File: src/rtl/qw_split_pkg.sv
// Package: shared types for the quadword splitting sequencer.
// Assumes: nothing beyond standard SystemVerilog.
package qw_split_pkg;

    // Sequencer phase: idle, presenting first half, presenting second half
    typedef enum logic [1:0] {
        QS_IDLE   = 2'd0,
        QS_FIRST  = 2'd1,
        QS_SECOND = 2'd2
    } qs_state_e;

endpackage

File: src/rtl/qw_form_check.sv
// Module: qw_form_check
// Classifies a captured quadword request: illegal register form,
// alignment trap, aligned atomic pair, and register-pair order.
// Assumes: ea_low holds the low OFFB+1 address bits of the first half.
module qw_form_check #(
    parameter int RW   = 5,
    parameter int OFFB = 3
) (
    input  logic [OFFB:0]   ea_low,
    input  logic [RW-1:0]   rt,
    input  logic [RW-1:0]   ra,
    input  logic [RW-1:0]   rb,
    input  logic            is_load,
    input  logic            reserve,
    input  logic            prefixed,
    input  logic            big_endian,
    output logic            illegal,
    output logic            align_trap,
    output logic            aligned_pair,
    output logic            swap_order
);
    logic misaligned;

    // Purpose: derive alignment, order and fault classification
    always_comb begin
        misaligned   = |ea_low[OFFB-1:0];
        aligned_pair = !misaligned && !ea_low[OFFB];
        swap_order   = !big_endian && !prefixed;
        illegal      = rt[0]
                     || (is_load && (ra == rt))
                     || (is_load && reserve && (rb == rt));
        align_trap   = !aligned_pair
                     && (reserve || (is_load && swap_order));
    end

endmodule

File: src/rtl/qw_half_addr.sv
// Module: qw_half_addr
// Forms the address of one half: first half uses the base address,
// second half adds one doubleword; 32-bit mode clears the upper word.
// Assumes: HALF_BYTES is a power of two and AW > OFFB.
module qw_half_addr #(
    parameter int AW         = 64,
    parameter int HALF_BYTES = 8
) (
    input  logic [AW-1:0] ea,
    input  logic          second,
    input  logic          mode32,
    output logic [AW-1:0] addr
);
    localparam int OFFB = $clog2(HALF_BYTES);

    logic [AW-1:0] raw;

    // Purpose: step to next doubleword for the second half
    always_comb begin
        raw = {ea[AW-1:OFFB] + (AW-OFFB)'(second), ea[OFFB-1:0]};
    end

    generate
        if (AW > 32) begin : g_mask
            // Purpose: zero the upper address bits in 32-bit mode
            always_comb begin
                addr = raw;
                if (mode32) addr[AW-1:32] = '0;
            end
        end else begin : g_nomask
            // Purpose: narrow address space needs no masking
            always_comb addr = raw;
            logic unused_m32;
            assign unused_m32 = mode32;
        end
    endgenerate

endmodule

File: src/rtl/qw_split_seq.sv
// Module: qw_split_seq (top)
// Accepts one 128-bit load/store request and issues it as two 64-bit
// beats, or as a single error beat when the form is illegal or the
// alignment rules require a trap.
// Assumes: one request in flight; downstream obeys valid/ready.
module qw_split_seq
    import qw_split_pkg::*;
#(
    parameter int AW         = 64,
    parameter int RW         = 5,
    parameter int HALF_BYTES = 8
) (
    input  logic          clk,
    input  logic          rst_n,
    input  logic          req_valid,
    output logic          req_ready,
    input  logic [AW-1:0] req_ea,
    input  logic [RW-1:0] req_rt,
    input  logic [RW-1:0] req_ra,
    input  logic [RW-1:0] req_rb,
    input  logic          req_load,
    input  logic          req_reserve,
    input  logic          req_prefixed,
    input  logic          req_big_endian,
    input  logic          req_mode32,
    output logic          acc_valid,
    input  logic          acc_ready,
    output logic [AW-1:0] acc_addr,
    output logic [RW-1:0] acc_reg,
    output logic          acc_load,
    output logic          acc_reserve,
    output logic          acc_half,
    output logic          acc_atomic,
    output logic          acc_last,
    output logic          acc_align_trap,
    output logic          acc_illegal
);
    localparam int OFFB = $clog2(HALF_BYTES);

    qs_state_e     state_q;
    logic [AW-1:0] ea_q;
    logic [RW-1:0] rt_q, ra_q, rb_q;
    logic          load_q, rsv_q, pfx_q, be_q, m32_q;

    logic          f_illegal, f_trap, f_pair, f_swap, f_err;
    logic          second;

    // Purpose: phase sequencing across the two handshakes
    always_ff @(posedge clk) begin
        if (!rst_n) begin
            state_q <= QS_IDLE;
        end else begin
            case (state_q)
                QS_IDLE:   if (req_valid) state_q <= QS_FIRST;
                QS_FIRST:  if (acc_ready) state_q <= f_err ? QS_IDLE : QS_SECOND;
                QS_SECOND: if (acc_ready) state_q <= QS_IDLE;
                default:   state_q <= QS_IDLE;
            endcase
        end
    end

    // Purpose: capture the request fields at acceptance
    always_ff @(posedge clk) begin
        if (!rst_n) begin
            ea_q   <= '0;
            rt_q   <= '0;
            ra_q   <= '0;
            rb_q   <= '0;
            load_q <= 1'b0;
            rsv_q  <= 1'b0;
            pfx_q  <= 1'b0;
            be_q   <= 1'b0;
            m32_q  <= 1'b0;
        end else if (state_q == QS_IDLE && req_valid) begin
            ea_q   <= req_ea;
            rt_q   <= req_rt;
            ra_q   <= req_ra;
            rb_q   <= req_rb;
            load_q <= req_load;
            rsv_q  <= req_reserve;
            pfx_q  <= req_prefixed;
            be_q   <= req_big_endian;
            m32_q  <= req_mode32;
        end
    end

    qw_form_check #(.RW(RW), .OFFB(OFFB)) u_check (
        .ea_low       (ea_q[OFFB:0]),
        .rt           (rt_q),
        .ra           (ra_q),
        .rb           (rb_q),
        .is_load      (load_q),
        .reserve      (rsv_q),
        .prefixed     (pfx_q),
        .big_endian   (be_q),
        .illegal      (f_illegal),
        .align_trap   (f_trap),
        .aligned_pair (f_pair),
        .swap_order   (f_swap)
    );

    assign second = (state_q == QS_SECOND);

    qw_half_addr #(.AW(AW), .HALF_BYTES(HALF_BYTES)) u_addr (
        .ea     (ea_q),
        .second (second),
        .mode32 (m32_q),
        .addr   (acc_addr)
    );

    // Purpose: drive handshake and per-beat attributes
    always_comb begin
        f_err          = f_illegal || f_trap;
        req_ready      = (state_q == QS_IDLE);
        acc_valid      = (state_q != QS_IDLE);
        acc_half       = second;
        acc_reg        = {rt_q[RW-1:1], rt_q[0] | (second ^ f_swap)};
        acc_load       = load_q;
        acc_reserve    = rsv_q;
        acc_atomic     = acc_valid && f_pair && !f_err;
        acc_last       = acc_atomic && second;
        acc_align_trap = (state_q == QS_FIRST) && f_trap;
        acc_illegal    = (state_q == QS_FIRST) && f_illegal;
    end

endmodule

File: config.mk
export PLATFORM = sky130hd
export DESIGN_NAME = qw_split_seq
export DESIGN_NICKNAME = d
export VERILOG_FILES = /design/src/rtl/qw_split_pkg.sv /design/src/rtl/qw_form_check.sv /design/src/rtl/qw_half_addr.sv /design/src/rtl/qw_split_seq.sv
export SDC_FILE = /design/constraint.sdc
export NUM_CORES = 1
export LEC_CHECK = 0
export ABC_AREA = 1
export ABC_CLOCK_PERIOD_IN_PS = 4500
export BUFFER_PORTS_ARGS = -buffer_cell sky130_fd_sc_hd__buf_2
export CAP_MARGIN = 15
export CORE_ASPECT_RATIO = 0.8
export CORE_MARGIN = 2
export CORE_UTILIZATION = 46
export DETAILED_ROUTE_END_ITERATION = 12
export HOLD_SLACK_MARGIN = 0.06
export PLACE_DENSITY = 0.72
export SYNTH_ARGS = -nofsm -noshare
export SYNTH_HDL_FRONTEND = slang
export SYNTH_HIERARCHICAL = 1
export SYNTH_SLANG_ARGS = --single-unit
export TNS_END_PERCENT = 1
File: constraint.sdc
create_clock -name clk -period 4.5 [get_ports clk]
set_input_delay 0.9 -clock clk [delete_from_list [all_inputs] [get_ports clk]]
set_output_delay 0.9 -clock clk [all_outputs]
set_load 0.005 [all_outputs]
==> metrics.txt <==
Switch Pwr=651.5 uW; fmax=0.2839 GHz; Final Skew=10.22 ps; initial DRC count=459; Yosys cell types=33; Die Ht=103.7 um; Max Transition Viols Final=0; Internal=1406 uW; Total GRT Usage=0.2570; register clock-pin slew on the reported worst setup and hold paths=70 ps; Max Cap Violations=0; Hold Buf Count CTS=0; TritonCTS clock tree=done; HP Start=rb_q[0]$_SDFFE_PN0P_; status=finished, final reports clean; CP max-delay cell=dfxtp_1; Final HPWL DP=13190 um; Root Buffer=clkbuf_16; Data arrival, critical path=2620 ps; Clk Latency, worst-skew pair=340 ps; DRT Pass-1 Iters=5; fin crit period=3522 ps; total CTS buffers=9; Worst Path Max Fanout=5; CP Cell Sequence=inv_1 > nor2_1 > ha_1 > ha_1 > nand2_2 > nor2_8 > nand2_2 > nor2_4 > nand2_1 > nor2_1 > nand2_1 > nand2_1 > nor2_1 > buf_2; dpl cells=1225; Layout Nets=1174; IO Count=166; CP endpoint kind=output port; input/output buffers=165; Post-DRT Antenna Nets=0; Seq/Total Area, Yosys=0.3012; hold depth=2; # H-tree levels=3; first-pass GRT wire length=27540 um; Worst Max-Slew Pin Slew=863.5 ps; Flop pwr share=0.452; cell area after synthesis=5715 um2; row count=36; Reg-to-Reg End=ea_q[26]$_SDFFE_PN0P_; Max IR drop VDD=0.1938 mV; Worst Reg2Reg Path Length in Cells=7; GP Congestion=0.9478; # clock sinks=86; layout cells sized above 1=0.2195; hold worst-path end=rb_q[0]$_SDFFE_PN0P_; largest net degree at the start of global routing=85; Setup TNS=0 ps; synth warn=6; number of global-route vias before repair=5560; setup violators final=0; via count=6077; Finished Layout Cells=1241; combinational share of power=0.195; setup bufs post-CTS=0; hold_ws=493.3 ps; r2r startpoint=state_q[0]$_SDFFE_PN0P_; per-cell routed wire length=13.74 um; FF+latch count, synth=86; final hold viol count=0; Final period util=0.7828; Design Power=2058 uW; grt ovf=0; Mapped Nets=1031; Clk network pwr share=0.354; Worst R2R Setup Slack=2530 ps; Sw Share=0.3166; HP Class=reg2reg; Vias/cell=4.897; Bufs on Longest Clock Path=2; Post-Route Utilization=0.5577; cts repair resizes=0; Mean Syn Cell Area=6.074 um2; # diodes=0; Core Box Area=12160 um2; initial antenna violation count=0; DIE AREA=13340 um2; final WL=17060 um; startpoint types=flip-flop; RSZ-0062 raised after global routing=false; delay of the slowest critical-path stage=390 ps; Initial Utilization=0.4700; DR DRC count=0; WS Path Type=reg2out; worst relative slew slack=0.4208; CP Data Required Time=3600 ps; Area Overhead vs Synth=18.67%; leak pwr=0.003596 uW; instance count of the mapped netlist=941; die width=128.6 um; Power Dens Cells=303.4 nW/um2
-- routing by layer --
metal / GRT usage / vias to the layer above / share of wire
li1: - / 3164 / -
met1: 0.3781 / 2702 / 0.49
met2: 0.3963 / 196 / 0.43
met3: 0.04545 / 15 / 0.065
met4: 0.04658 / 0 / 0.011
met5: 0 / - / 0
-- power groups by stage --
stage	registers [uW]	clock network (uW)	logic (uW)
floorplan	913	0	280
global placement	944	0	398
detailed placement	944	0	401
CTS	927	739	403
global route	941	772	458
finish	929	728	401
-- registers in the layout, indices dropped and copies added (netlist names) --
signal       count
m32_q            1
acc_load         1
be_q             1
ra_q             5
state_q          2
ea_q            64
rt_q             5
pfx_q            1
acc_reserve      1
rb_q             5
-- cell usage after synthesis (all sizes together) --
cell type | number | area (um2)
a21oi | 12 | 60.06
a31oi | 1 | 6.260
and2 | 1 | 6.260
buf | 24 | 219.0
clkbuf | 12 | 45.04
clkinv | 1 | 3.750
dfxtp | 86 | 1722
ha | 2 | 25.02
inv | 93 | 351.6
nand2 | 215 | 882.1
nand3 | 23 | 115.1
nand3b | 2 | 18.77
nand4 | 4 | 25.02
nor2 | 332 | 1419
nor3 | 6 | 30.03
nor3b | 5 | 37.54
o21ai | 86 | 430.4
o21bai | 7 | 67.56
or2 | 1 | 6.260
xnor2 | 17 | 148.9
xor2 | 11 | 96.34
-- critical path, delay by kind of cell (launching register included) --
kind	cells	cell delay, ps
fa+ha+maj	2	440
flops	1	390
simple gates	10	1250
buf+inv	2	210
-- worst max-delay path by stage --
| stage | startpoint | end | slack [ps] | cells past startpoint |
|---|---|---|---|---|
| after floorplan | state_q[1]$_SDFFE_PN0P_ | acc_addr[59] | 1740 | 12 |
| after global placement | state_q[1]$_SDFFE_PN0P_ | acc_addr[57] | 1420 | 14 |
| after detailed placement | state_q[1]$_SDFFE_PN0P_ | acc_addr[57] | 1340 | 14 |
| after CTS | state_q[1]$_SDFFE_PN0P_ | acc_addr[57] | 970 | 14 |
| after global routing | state_q[1]$_SDFFE_PN0P_ | acc_addr[57] | 790 | 14 |
| final | state_q[1]$_SDFFE_PN0P_ | acc_addr[57] | 980 | 14 |
-- cells by family after synthesis --
| family | after synthesis | synth area share |
|---|---|---|
| flops | 86 | 0.3012 |
| xor+xnor | 28 | 0.04291 |
| simple gates | 589 | 0.4444 |
| fa+ha+maj | 2 | 0.004378 |
| buf+inv | 130 | 0.1084 |
| compound gates | 106 | 0.09873 |
-- placed cells by master, fill, tap and decap left out, types with 2 or more instances in the layout --
master	count
inv_1	87
nor2_4	5
nand3_1	23
buf_2	165
nand4_1	4
o21ai_0	73
nor2_2	15
o21ai_1	13
nor2_8	6
xor2_1	11
dfxtp_1	86
clkinv_4	2
o21bai_2	4
o21bai_1	3
inv_2	5
xnor2_1	17
buf_4	3
clkbuf_16	9
a21oi_1	12
nand2_4	6
nand2_2	12
nand2_1	197
inv_6	2
nor2_1	306
ha_1	2
nor3b_1	5
nor3_1	6
-- area by class of cell --
type / instances / area, um2
Timing Repair Buffer: 168 / 848.3
Sequential cell: 86 / 1722
Multi-Input combinational cell: 725 / 3374
Fill cell: 1343 / 5379
Inverter: 94 / 355.3
Clock inverter: 6 / 53.80
Clock buffer: 10 / 239.0
Tap cell: 152 / 190.2
-- metrics by stage --
stage,instance area (um2),worst slack [ps]
after floorplan,5715,1742
after CTS,6783,966.8
after detailed placement,6490,1344
after global routing,6783,786.6
final,6783,977.6
after global placement,6490,1424
No activity file was read; power rests on OpenSTA's default activity.
